File: config.mk
export PLATFORM = sky130hd
export DESIGN_NAME = smi_timer_pair
export DESIGN_NICKNAME = d
export VERILOG_FILES = /design/src/rtl/smi_timer_pkg.sv /design/src/rtl/smi_delay_decode.sv /design/src/rtl/smi_interval_timer.sv /design/src/rtl/smi_status_reg.sv /design/src/rtl/smi_timer_pair.sv
export SDC_FILE = /design/constraint.sdc
export NUM_CORES = 1
export LEC_CHECK = 0
export ABC_AREA = 1
export BUFFER_PORTS_ARGS = -buffer_cell sky130_fd_sc_hd__buf_2
export CAP_MARGIN = 10
export CORE_UTILIZATION = 47
export CTS_CLUSTER_DIAMETER = 40
export DETAILED_ROUTE_END_ITERATION = 8
export GPL_ROUTABILITY_DRIVEN = 1
export HOLD_SLACK_MARGIN = 0.03
export MAX_ROUTING_LAYER = met4
export PLACE_DENSITY = 0.72
export SETUP_SLACK_MARGIN = 0.15
export SYNTH_ARGS = -nofsm -noshare
export SYNTH_HDL_FRONTEND = slang
export SYNTH_SLANG_ARGS = --single-unit
File: constraint.sdc
create_clock -name clk -period 1.8 [get_ports clk]
set_input_delay 0.18 -clock clk [delete_from_list [all_inputs] [get_ports clk]]
set_output_delay 0.18 -clock clk [all_outputs]
set_load 0.05 [all_outputs]
File: src/rtl/smi_timer_pkg.sv
package smi_timer_pkg;

    typedef enum logic {
        TMR_FAST = 1'b0,
        TMR_SLOW = 1'b1
    } tmr_kind_e;

    // Interval in clock cycles for a given timer kind and 2-bit code.
    function automatic longint interval_cycles(tmr_kind_e kind, int code, longint hz);
        longint half_ms;
        longint result;
        half_ms = hz / 2000;
        if (kind == TMR_FAST) begin
            if (code == 0) result = 3 * half_ms;             // 1.5 ms
            else           result = (half_ms * 16) << code;  // 8 * 2^code ms
        end else begin
            result = (hz * 8) << (3 - code);                 // 8 * 2^(3-code) s
        end
        return result;
    endfunction

    typedef struct packed {
        logic [1:0] bits;
    } sts_state_t;

    typedef struct packed {
        logic smi;
    } top_state_t;

endpackage

File: src/rtl/smi_delay_decode.sv
module smi_delay_decode
    import smi_timer_pkg::*;
#(
    parameter tmr_kind_e KIND   = TMR_FAST,
    parameter longint    CLK_HZ = 24_000_000,
    parameter int        CNT_W  = 32
) (
    input  logic [1:0]       code,
    output logic [CNT_W-1:0] dly
);

    localparam int NUM_CODES = 4;

    logic [CNT_W-1:0] table_w [NUM_CODES];

    for (genvar i = 0; i < NUM_CODES; i++) begin : g_entry
        localparam longint CYC = interval_cycles(KIND, i, CLK_HZ);
        assign table_w[i] = CNT_W'(CYC);
    end

    always_comb begin
        dly = table_w[code];
    end

endmodule

File: src/rtl/smi_interval_timer.sv
module smi_interval_timer #(
    parameter int CNT_W = 32
) (
    input  logic             clk,
    input  logic             rst_n,
    input  logic             en,
    input  logic [CNT_W-1:0] dly,
    output logic             hit
);

    typedef struct packed {
        logic             armed;
        logic [CNT_W-1:0] cnt;
    } tmr_state_t;

    tmr_state_t st_d, st_q;

    always_comb begin
        st_d = st_q;
        hit  = 1'b0;
        if (!en) begin
            st_d.armed = 1'b0;
            st_d.cnt   = '0;
        end else if (!st_q.armed) begin
            st_d.armed = 1'b1;
            st_d.cnt   = dly - CNT_W'(1);
        end else if (st_q.cnt == '0) begin
            hit      = 1'b1;
            st_d.cnt = dly - CNT_W'(1);
        end else begin
            st_d.cnt = st_q.cnt - CNT_W'(1);
        end
    end

    always_ff @(posedge clk or negedge rst_n) begin
        if (!rst_n) st_q <= '0;
        else        st_q <= st_d;
    end

    // a disabled timer drops any pending interval
    p_off_clears_r5: assert property (@(posedge clk) disable iff (!rst_n)
        !en |=> (!st_q.armed && st_q.cnt == '0));

    // expiry only after the timer was enabled on the previous cycle
    p_hit_needs_en_r5: assert property (@(posedge clk) disable iff (!rst_n)
        hit |-> $past(en));

    // a running counter never wraps above the loaded interval
    p_count_down_r2: assert property (@(posedge clk) disable iff (!rst_n)
        (st_q.armed && en && st_q.cnt != '0) |=> (st_q.cnt == $past(st_q.cnt) - CNT_W'(1)) || !$past(en));

endmodule

File: src/rtl/smi_status_reg.sv
module smi_status_reg
    import smi_timer_pkg::*;
(
    input  logic       clk,
    input  logic       rst_n,
    input  logic [1:0] set,
    input  logic [1:0] w1c,
    output logic [1:0] sts
);

    sts_state_t s_d, s_q;

    always_comb begin
        s_d.bits = (s_q.bits & ~w1c) | set;
    end

    always_ff @(posedge clk or negedge rst_n) begin
        if (!rst_n) s_q <= '0;
        else        s_q <= s_d;
    end

    assign sts = s_q.bits;

    for (genvar i = 0; i < 2; i++) begin : g_chk
        // a set bit holds until written with 1
        p_sticky_r6: assert property (@(posedge clk) disable iff (!rst_n)
            (s_q.bits[i] && !w1c[i]) |=> s_q.bits[i]);
        // a clear without a competing set takes effect
        p_clear_r7: assert property (@(posedge clk) disable iff (!rst_n)
            (w1c[i] && !set[i]) |=> !s_q.bits[i]);
    end

endmodule

File: src/rtl/smi_timer_pair.sv
module smi_timer_pair
    import smi_timer_pkg::*;
#(
    parameter longint CLK_HZ = 24_000_000
) (
    input  logic       clk,
    input  logic       rst_n,
    input  logic       sw_en,
    input  logic [1:0] sw_rate,
    input  logic       lp_en,
    input  logic [1:0] lp_sel,
    input  logic [1:0] sts_w1c,
    output logic [1:0] sts,
    output logic       smi_req
);

    localparam longint MAX_CYC = interval_cycles(TMR_SLOW, 0, CLK_HZ);
    localparam int     CNT_W   = $clog2(MAX_CYC + 1);

    logic [CNT_W-1:0] sw_dly, lp_dly;
    logic             sw_hit, lp_hit;

    smi_delay_decode #(.KIND(TMR_FAST), .CLK_HZ(CLK_HZ), .CNT_W(CNT_W)) u_sw_dec (
        .code (sw_rate),
        .dly  (sw_dly)
    );

    smi_delay_decode #(.KIND(TMR_SLOW), .CLK_HZ(CLK_HZ), .CNT_W(CNT_W)) u_lp_dec (
        .code (lp_sel),
        .dly  (lp_dly)
    );

    smi_interval_timer #(.CNT_W(CNT_W)) u_sw_tmr (
        .clk   (clk),
        .rst_n (rst_n),
        .en    (sw_en),
        .dly   (sw_dly),
        .hit   (sw_hit)
    );

    smi_interval_timer #(.CNT_W(CNT_W)) u_lp_tmr (
        .clk   (clk),
        .rst_n (rst_n),
        .en    (lp_en),
        .dly   (lp_dly),
        .hit   (lp_hit)
    );

    smi_status_reg u_sts (
        .clk   (clk),
        .rst_n (rst_n),
        .set   ({lp_hit, sw_hit}),
        .w1c   (sts_w1c),
        .sts   (sts)
    );

    top_state_t t_d, t_q;

    always_comb begin
        t_d.smi = sw_hit | lp_hit;
    end

    always_ff @(posedge clk or negedge rst_n) begin
        if (!rst_n) t_q <= '0;
        else        t_q <= t_d;
    end

    assign smi_req = t_q.smi;

    // every request is a single-cycle pulse
    p_single_pulse_r8: assert property (@(posedge clk) disable iff (!rst_n)
        smi_req |=> !smi_req);

    // a request always comes with a status bit set
    p_pulse_has_status_r6: assert property (@(posedge clk) disable iff (!rst_n)
        smi_req |-> (sts != 2'b00));

    // no request follows a cycle with both timers off
    p_idle_quiet_r8: assert property (@(posedge clk) disable iff (!rst_n)
        (!sw_en && !lp_en) |=> !smi_req);

endmodule

==> results of run 1 <==
[final timing paths]
| check | startpoint | slack, ns | cells after the start | to |
|---|---|---|---|---|
| setup reg to reg | u_lp_tmr.st_q[22] | 0.07 | 9 | u_lp_tmr.st_q[19] |
| hold / removal | sw_rate[1] | 0.13 | 3 | u_sw_tmr.st_q[17] |
| min in group asynchronous | rst_n | 0.35 | 3 | u_sw_tmr.st_q[27] |
| setup / recovery | u_lp_tmr.st_q[22] | 0.07 | 9 | u_lp_tmr.st_q[19] |
| max in group asynchronous | rst_n | 1.12 | 3 | u_lp_tmr.st_q[19] |
| hold reg to reg | u_sts.sts[0] | 0.54 | 2 | u_sts.sts[0] |
[synthesized netlist by cell type (all sizes together)]
cell      n  area (um2)
nor2    156         681
nand2   118         470
or2       4        25.0
nor3      5        30.0
nand3b    1        7.51
nand3    36         180
buf       8        67.6
dfrtp    67        1680
ha       19         238
nand4    10        81.3
xor2     20         175
inv      71         267
clkbuf    2        7.51
nor3b     1        7.51
a31oi     1        6.26
xnor2    14         123
a21oi    30         154
o21ai    36         184
and2      3        18.8
o21bai    1        7.51
[metal layers]
layer	GRT usage	vias to the layer above	share of wire
met5	-	-	0
li1	-	2011	-
met1	0.279	1958	0.41
met4	0.118	0	0.018
met3	0.0333	20	0.039
met2	0.406	109	0.53
[state kept, by name, indices dropped and copies added (netlist names)]
name           cells
u_sts.sts          2
smi_req            1
u_lp_tmr.st_q     32
u_sw_tmr.st_q     32
[per-stage QoR]
| stage | setup WS [ns] | instance area, um2 | instances |
|---|---|---|---|
| 6_report | 0.0744 | 5560 | 774 |
| 5_1_grt | 0.0360 | 5560 | 774 |
| 4_1_cts | 0.130 | 4920 | 746 |
| 3_5_place_dp | 0.0138 | 4610 | 723 |
| 3_3_place_gp | 0.0790 | 4610 | 723 |
| 2_1_floorplan | 0.291 | 4410 | 603 |
[worst reg2reg max path, delay by kind of cell, from the launching register on]
family          cells  cell delay, ns
compound gates      1            0.16
flops               1            0.44
simple gates        7            0.86
buf+inv             1            0.14
[kinds of logic after synthesis]
logic type,share of synthesized area
XOR/XNOR,0.0676
AO/OA/AOI/OAI,0.0798
flip-flops,0.380
buffers and inverters,0.0775
adder cells (fa/ha/maj),0.0539
AND/OR/NAND/NOR,0.341
[power breakdown]
| group | switching (uW) | internal, uW | total (uW) |
|---|---|---|---|
| Sequential | 120 | 1600 | 1720 |
| Clock | 607 | 677 | 1280 |
| Combinational | 595 | 365 | 959 |
[final cells by class]
class,instances,share of cell area
Timing Repair Buffer,54,0.0860
Tap cell,108,0.0243
Sequential cell,67,0.302
Multi-Input combinational cell,458,0.504
Inverter,71,0.0480
Clock inverter,4,0.00901
Clock buffer,12,0.0261
[timing repair]
item / CTS / global route
hold endpoints to repair: 69 / 0
setup endpoints to repair: 42 / 56
buffers inserted: 3 / 23
pin swaps: 5 / 42
resized for setup: 16 / 106
gates cloned: 1 / 5
hold buffers: 3 / 0
[placed cells by master, fill, tap and decap left out, types with 12 or more instances in the layout]
master | synthesis | routed
sky130_fd_sc_hd__xnor2_1 | 14 | 14
sky130_fd_sc_hd__inv_1 | 70 | 66
sky130_fd_sc_hd__nor2_4 | 8 | 19
sky130_fd_sc_hd__buf_4 | 2 | 29
sky130_fd_sc_hd__ha_1 | 19 | 16
sky130_fd_sc_hd__buf_2 | 0 | 12
sky130_fd_sc_hd__o21ai_0 | 30 | 24
sky130_fd_sc_hd__nand3_1 | 36 | 29
sky130_fd_sc_hd__nand2_1 | 111 | 92
sky130_fd_sc_hd__xor2_1 | 20 | 20
sky130_fd_sc_hd__a21oi_1 | 29 | 23
sky130_fd_sc_hd__nor2_1 | 134 | 102
sky130_fd_sc_hd__nand2_2 | 5 | 21
sky130_fd_sc_hd__dfrtp_1 | 67 | 65
sky130_fd_sc_hd__nor2_2 | 14 | 36
==> results list, run 1 <==
- Status: finished, final reports clean
- Crit-path leading delay family: simple AND/OR/NAND/NOR gates
* Root Buffer: sky130_fd_sc_hd__clkbuf_8
* Final standard cell utilization of the core: 0.625
- For the final database, setup skew stands at 0.0119 ns.
* Combined buffer and inverter count along the critical path: 1
- Yosys warns: 0
- After layout, the minimum clock period comes to 1.73 ns.
- The tool flagged a number of max-cap violations equal to 0.
- In this run the tool buffered the top-level ports with 12 buffer cells.
* CP peak stage delay: 0.44 ns
- Netlist area before placement: 0.00441 mm2
- Final ANT Viol Nets: 0
- Die extent in x: 98.8 um
- In the final design database the tool counted 690 nets.
- TritonCTS built the clock tree.
- Ratio of final minimum period to clock period: 0.959
* Clock transition at path regs: 0.08 ns
- Unrepaired setup endpoints after global routing: true
* Total power density per cell area: 714 mW/mm2
- Dividing the detail-routed wire length by the instance count gives 15.4 um.
- Synth-to-layout area growth: 26.1%
* Distinct cells, synth: 32
* Fin. max-slew vios: 0
- The tree built by TritonCTS fans out to 67 sinks.
- The critical path goes through nor2_2 -> nand2_2 -> nor2_4 -> nand3_2 -> nor2_4 -> nor2_4 -> buf_6 -> o21ai_4 -> nor2_1.
* Via count of the first global-routing pass: 3957
* Count of antenna diodes in the layout: 0
- Setup violations remaining at the end of the flow were counted as 0.
* Largest voltage drop on the vdd net: 0.435 mV
* WP data required: 2.04 ns
* Fin Hold WS: 0.129 ns
* Maximum fanout along the worst path: 5
* Most frequent CP cell: sky130_fd_sc_hd__nor2_4
* Max-slew headroom: 0.696
- Number of detailed-routing iterations run before antenna repair: 5
- In this run the vertical extent of the chip is 98.8 um.
- Number of buffers inserted during clock tree synthesis: 9
- Residual DRC count: 0
- Maximum level of the CTS H-tree: 3
* Crit path kind: flop to flop
* Number of nets in the synthesized netlist: 632
- Type of element launching the critical path: flop
- 13 I/O pins were placed.
* Post-detailed-route via-to-cell ratio: 5.29
* HPWL reported at the end of detailed placement: 7.63 mm
* Core Region: 0.00889 mm2
- The first global-routing pass estimated 17.9 mm of wire.
- Final RePlAce weighted congestion: 0.950
- Library cell contributing the largest single delay on the critical path: sky130_fd_sc_hd__dfrtp_1
- Final Power: 3970 uW
- Fraction of layout instances using a drive strength above 1: 0.285
- STA classifies the critical path endpoint as a flop.
- The worst hold path belongs to the class input port to flop.
- The average instance in the mapped netlist occupies 7.31 um2.
- After filler insertion, the fill cell instance count of the layout stands at 727.
* Std cell rows: 34
* Antenna violations before repair: 0
* Leakage dissipation: 0.00267 uW
* Post-Syn Instances: 603
- In the final timing run, aggregate negative setup slack is 0 ns.
* Pin slew with the least headroom to its limit: 0.452 ns
* Skew-Pair Late Insertion Delay: 0.35 ns
* Residual overflow from global routing: 0
* Sequential element share of the synthesized area: 0.380
* Maximum achievable frequency: 580 MHz
* Number of synthesized register bits: 67
- The final-report hold violation count is 0.
- DR iter-0 viols: 207
- Starting density of the core: 0.496
* Vias after detailed routing: 4098
- Die Area: 0.00977 mm2
- Entering global routing, the biggest net connects 68 pins.
* Maximum number of buffers from clock root to sink: 2
- For this block, the routed nets add up to 11.9 mm of wire.
* Multi-input gate area in the final layout: 0.00280 mm2
- Across every metal layer, demand over resource in global routing totals 0.240.
* Register area: 0.00168 mm2
- STA puts the critical path data arrival time at 1.96 ns.
(Power assumes the default switching activity.)
==> run 2, diff against run 1 <==
- GPL_TIMING_DRIVEN: unset -> 0
==> results list, run 2 (synthesis gave the netlist of run 1 again) <==
- The total number of vias is 4170 (+1.8%).
* Maximum achievable frequency: 583 MHz (+0.61%)
- The overall routing resource usage was 0.240 (+0.000486).
- Count of antenna diodes in the layout: 0 (unchanged)
* Worst reg-to-reg setup slack: 0.08 ns (about the same)
- Largest voltage drop on the vdd net: 0.589 mV (+35%)
* Gate power share: 0.238 (-0.004)
- Total power density per cell area: 728 mW/mm2 (+1.9%)
- The total half-perimeter wirelength after legalization and detailed placement came to 7.56 mm (-0.95%).
* Post-detailed-route via-to-cell ratio: 5.32 (+0.46%)
- The clock period minus final worst setup slack is 1.72 ns (-0.0105 ns).
* Sw Share: 0.328 (-0.00515)
- The number of global-route vias before repair was 3959 (+0.051%).
* Starting density of the core: 0.496 (unchanged)
- Library cell contributing the largest single delay on the critical path: sky130_fd_sc_hd__dfrtp_1
- Sequential power share: 0.416 (-0.019)
- The count of TritonRoute iterations in the first routing pass came to 5 (unchanged).
- The final-report hold violation count was 0 (unchanged).
- Data arrival time of the critical path: 1.95 ns (about the same)
- Count of nets after finishing: 700 (+1.4%)
- Total detailed-routing wirelength: 11.6 mm (-2.8%)
- The cell that appears most often on the critical path is sky130_fd_sc_hd__nor2_4.
- The number of violations of the max-capacitance limit came to 0 (unchanged).
- The final design area excluding fillers is 0.00567 mm2 (+2.0%).
- Port buffer count: 12 (unchanged)
- The clock transition at the registers of the reported paths is 0.08 ns (about the same).
- CP peak stage delay: 0.43 ns (about the same)
* Crit path launch: u_lp_tmr.st_q[18]
- Leakage dissipation: 0.00273 uW (+2.2%)
- Type of element launching the critical path: flop
- The max-slew violation total from the final report came to 0 (unchanged).
- Maximum number of buffers from clock root to sink: 2 (unchanged)
- Clock tree from TritonCTS: yes
* Total negative slack: 0 ns (unchanged)
* Final RePlAce weighted congestion: 0.960 (+1.1%)
- In this run the worst hold path is classified as input port to flop.
- The count of nets left with antenna violations after detail routing came to 0 (unchanged).
- Setup-failing EPs final: 0 (unchanged)
- The overall overflow remaining after global route is 0 (unchanged).
- Fin Clk Skew: 0.00875 ns (-0.00311 ns)
- Residual DRC count: 0 (unchanged)
- Worst hold stages: 3 (unchanged)
- Std cell rows: 34 (unchanged)
* Die Area: 0.00977 mm2 (unchanged)
- The die span in x is 98.8 um (unchanged).
- Antenna violations before repair: 0 (unchanged)
* Filler cell count in the final layout: 712 (-2.1%)
* Most frequent standard cell in the layout excluding fill and tap cells: sky130_fd_sc_hd__nor2_1
- The CTS sink count was 67 (unchanged).
- Post-DP Area: 0.00460 mm2 (-0.22%)
- Final Power: 4130 uW (+4.0%)
- The part of the total power dissipated in the clock network came to 0.346 (+0.022).
* Non-filler cells, final: 784 (+1.3%)
- The largest fanout on the critical path came to 7 (+2).
* Count of placed standard cells including taps: 723 (unchanged)
* Net switching component of the power: 1350 uW (+2.4%)
- Fraction of layout instances using a drive strength above 1: 0.288 (+0.00318)
* Crit path kind: flop to flop
* Ordered cell list for the critical path: nor2_1 -> nand2_1 -> nor2_4 -> nand3_2 -> nor2_4 -> nor2_4 -> buf_8 -> o21ai_4 -> nor2_1
- The worst-skew pair later-pin latency came to 0.35 ns (about the same).
* Critical Path Sink Type: flop
- Leading cell types in the layout, fill and taps excluded: sky130_fd_sc_hd__nor2_1, sky130_fd_sc_hd__nand2_1, sky130_fd_sc_hd__inv_1, sky130_fd_sc_hd__dfrtp_1, sky130_fd_sc_hd__buf_4
- Status: finished, final reports clean
- The number of placed I/O pins came to 13 (unchanged).
- The number of levels the H-tree was split into was 3 (unchanged).
- The total CTS buffers was 9 (unchanged).
- The transition time of the tightest slew-check pin was 0.862 ns (+0.410 ns).
- WP data required: 2.04 ns (about the same)
* Number of cells on the worst reg-to-reg path: 9 (unchanged)
* Wire length of the first global-routing pass: 17.9 mm (+0.39%)
- Critical Path End: u_lp_tmr.st_q[29]
* Core Region: 0.00889 mm2 (unchanged)
- The relative slew slack was 0.425 (-0.271).
- Startpoint of the worst register-to-register path: u_lp_tmr.st_q[18]
- DR WL/cell: 14.8 um (-4.0%)
- The cell-internal power is 2770 uW (+4.8%).
* DR iter-0 viols: 171 (-17%)
- R2r endpoint: u_lp_tmr.st_q[29]
* Height of the die: 98.8 um (unchanged)
* Ratio of final minimum period to clock period: 0.953 (-0.00583)
- Compared with the post-synthesis result, the final layout area differs by 28.6%.
- Setup repair after global routing could not meet its margin everywhere.
- Root Buffer: sky130_fd_sc_hd__clkbuf_8
- The largest net degree at the start of global routing is 68 (unchanged).
run 2: per-stage QoR:
step	setup slack, ns	util	hold slack, ns
after floorplan	0.291	-	-0.116
after global placement	0.0421	0.518	0.310
after detailed placement	0.0453	0.518	0.308
after CTS	0.143	0.559	0.143
after global routing	-0.0147	0.638	0.182
final	0.0849	0.638	0.159
run 2: worst min-delay path by stage:
stage | startpoint | slack (ns) | to
after floorplan | rst_n | -0.12 | smi_req
after global placement | sw_en | 0.31 | u_sw_tmr.st_q[31]
after detailed placement | sw_en | 0.31 | u_sw_tmr.st_q[31]
after CTS | sw_rate[1] | 0.14 | u_sw_tmr.st_q[17]
after global routing | sw_rate[0] | 0.18 | u_sw_tmr.st_q[14]
final | sw_rate[0] | 0.16 | u_sw_tmr.st_q[14]
run 2: layout make-up:
class	count	area [um2]	area share
buffer	10	103	0.0181
clock buffer	9	124	0.0218
clock inverter	7	101	0.0179
inverter	71	267	0.0470
multi-input combinational	456	2770	0.489
sequential	67	1680	0.296
tap	108	135	0.0238
timing repair buffer	56	487	0.0859
run 2: critical path, delay by kind of cell (launching register included):
family	cells	cell delay (ns)
compound gates	1	0.12
buf+inv	1	0.14
flops	1	0.43
simple gates	7	0.91
run 2: layer usage:
metal	global-route usage	vias up	share of wire
li1	-	2036	-
met1	0.289	1955	0.40
met2	0.397	132	0.51
met3	0.0369	47	0.044
met4	0.110	0	0.041
met5	-	-	0
run 2: timing repair:
item / 4_1_cts / 5_1_grt
pin swaps: 8 / 36
endpoints found under the setup margin: 33 / 61
resized for setup: 9 / 113
hold buffers: 5 / 0
buffers inserted: 9 / 26
endpoints found under the hold margin: 71 / 0
gates cloned: 0 / 5
run 2: power groups by stage:
stage	sequential (uW)	combinational, uW	clock, uW
floorplan	1710	553	0
global placement	1730	712	0
detailed placement	1730	730	0
CTS	1700	773	1460
global route	1730	1090	1520
finish	1720	980	1430
==> run 3, diff against run 2 <==
- CORE_MARGIN: unset -> 5
- RECOVER_POWER: unset -> 50
==> results list, run 3 (synthesis gave the netlist of run 1 again) <==
* Status: finished, final reports clean
* DR WL/cell: 14.7 um (-0.59%)
* DR iter-0 viols: 236 (+38%)
* Largest voltage drop on the vdd net: 0.500 mV (-15%)
- The setup path with the least slack is of type flop to flop.
- Final-report hold violation count: 0 (unchanged)
- The CTS sink count was 67 (unchanged).
- The number of levels the H-tree was split into came to 3 (unchanged).
- Unrepaired setup endpoints after global routing: true
- Fin Clk Skew: 0.00987 ns (+0.00112 ns)
* Fraction of layout instances using a drive strength above 1: 0.247 (-0.0411)
- The relative slew slack is 0.385 (-0.0403).
- The wire length of the first global-routing pass was 18.0 mm (+0.50%).
* Worst setup slack after layout: 0.0979 ns (+0.0129 ns)
* Synth-to-layout area growth: 22.7%
* Clock transition at path regs: 0.09 ns (about the same)
* Final Power: 3840 uW (-6.9%)
- The number of violations of the max-capacitance limit was 0 (unchanged).
- The final net count is 687 (-1.9%).
- Post-detailed-route via-to-cell ratio: 5.28 (-0.72%)
* Setup-failing EPs final: 0 (unchanged)
* Number of buffers inserted during clock tree synthesis: 9 (unchanged)
- The count of nets left with antenna violations after detail routing was 0 (unchanged).
- Starting density of the core: 0.479 (-0.0165)
* Filler cell count in the final layout: 812 (+14%)
* Data arrival time of the critical path: 1.93 ns (-0.02 ns)
* Type of element launching the critical path: flop
- The overall overflow remaining after global route was 0 (unchanged).
* Final RePlAce weighted congestion: 0.955 (-0.49%)
* Worst setup timing slack at the placement stage: 0.0183 ns (-0.0269 ns)
- Final critical delay including setup and external delays: 1.70 ns (-0.0129 ns)
* Maximum fanout along the worst path: 7 (unchanged)
- Total detailed-routing wirelength: 11.4 mm (-1.9%)
- Total power density per cell area: 710 mW/mm2 (-2.4%)
- The library cells used most frequently in the layout, excluding fill and tap cells, are sky130_fd_sc_hd__nor2_1, sky130_fd_sc_hd__nand2_1, sky130_fd_sc_hd__inv_1, sky130_fd_sc_hd__dfrtp_1, sky130_fd_sc_hd__nand3_1.
* Clock tree from TritonCTS: yes
- Via count of the first global-routing pass: 3914 (-1.1%)
* Ratio of final minimum period to clock period: 0.946 (-0.00719)
- Maximum achievable frequency: 588 MHz (+0.76%)
- Most frequent standard cell in the layout excluding fill and tap cells: sky130_fd_sc_hd__nor2_1
- Antenna violations before repair: 0 (unchanged)
* Pin slew with the least headroom to its limit: 0.923 ns (+0.0604 ns)
* Vias after detailed routing: 4087 (-2.0%)
- The total DRC errors in the routed layout is 0 (unchanged).
* Std cell rows: 35 (+2.9%)
* Root Buffer: sky130_fd_sc_hd__clkbuf_8
- The worst-skew pair later-pin latency came to 0.35 ns (about the same).
- Number of detailed-routing iterations run before antenna repair: 4 (-1)
- Aggregate global-route resource usage: 0.203 (-0.0372)
* Core Region: 0.00920 mm2 (+3.4%)
* Fin. max-slew vios: 0 (unchanged)
- Tightest Hold Check Type: input port to flop
- In this run the critical register-to-register path is launched from u_lp_tmr.st_q[0].
- STA classifies the critical path endpoint as a flop.
- The leakage component of the power is 0.00260 uW (-4.6%).
- Crit path launch: u_lp_tmr.st_q[0]
* Height of the die: 107 um (+8.1%)
- The data required time of the worst path was 2.03 ns (about the same).
- The largest net degree at the start of global routing was 68 (unchanged).
- The number of placed I/O pins came to 13 (unchanged).
- HPWL reported at the end of detailed placement: 7.91 mm (+4.7%)
* Count of antenna diodes in the layout: 0 (unchanged)
* Worst hold start: sw_rate[1]
* Die Area: 0.0114 mm2 (+17%)
- The port buffer count came to 12 (unchanged).
* Die extent in x: 107 um (+8.1%)
* Maximum number of buffers from clock root to sink: 2 (unchanged)
## run 3: worst paths after layout
check,slack (ns),cells after the start,to
worst max-delay path,0.1,10,u_lp_tmr.st_q[28]
min in group asynchronous,0.52,2,u_sw_tmr.st_q[17]
worst min-delay path,0.14,3,u_sw_tmr.st_q[17]
worst max register to register,0.1,10,u_lp_tmr.st_q[28]
max in group asynchronous,0.63,2,u_sw_tmr.st_q[9]
worst min register to register,0.54,2,u_lp_tmr.st_q[30]
## run 3: what timing repair did
item / CTS / global route
setup endpoints to repair: 35 / 61
hold buffers: 5 / 0
buffers inserted: 9 / 16
endpoints found under the hold margin: 71 / 0
pin swaps: 7 / 29
resized for setup: 18 / 84
cloned: 0 / 2
## run 3: worst max-delay path: stages, from the launching register on
cell,delay (ns)
sky130_fd_sc_hd__dfrtp_1,0.38
sky130_fd_sc_hd__inv_2,0.11
sky130_fd_sc_hd__ha_4,0.15
sky130_fd_sc_hd__nand2_2,0.07
sky130_fd_sc_hd__nor2_4,0.22
sky130_fd_sc_hd__nand3_2,0.11
sky130_fd_sc_hd__nor2_4,0.15
sky130_fd_sc_hd__nor2_4,0.08
sky130_fd_sc_hd__buf_8,0.14
sky130_fd_sc_hd__nand3_1,0.10
sky130_fd_sc_hd__a21oi_2,0.06
## run 3: final cells by class
type,count,area (um2),area share
Sequential cell,67,1680,0.311
Tap cell,111,139,0.0257
Inverter,71,267,0.0493
Multi-Input combinational cell,455,2720,0.503
Timing Repair Buffer,44,327,0.0604
Buffer,10,95.1,0.0176
Clock buffer,9,124,0.0229
Clock inverter,7,58.8,0.0109
## run 3: where the power goes
group / switching [uW] / internal (uW) / total [uW]
clock network: 671 / 521 / 1190
registers: 117 / 1600 / 1720
logic: 584 / 343 / 927
total: 1370 / 2470 / 3840
## run 3: per-stage QoR
step / std cells / setup TNS (ns) / util / hold slack [ns] / cell area (um2)
after floorplan: 603 / 0 / - / -0.116 / 4410
after global placement: 726 / 0 / 0.501 / 0.303 / 4610
after detailed placement: 726 / 0 / 0.501 / 0.318 / 4610
after CTS: 756 / 0 / 0.539 / 0.125 / 4960
after global routing: 774 / -0.0993 / 0.588 / 0.157 / 5410
final: 774 / 0 / 0.588 / 0.143 / 5410
## run 3: layer usage
metal  GRT usage  vias to the layer above  routed length (um)  share of wire
met5           -                        -                   0              0
met4      0.0877                        0                 284          0.025
met3      0.0301                       25                 560          0.049
met2       0.335                      116                5750           0.51
met1       0.248                     1941                4770           0.42
li1            -                     2005                   -              -
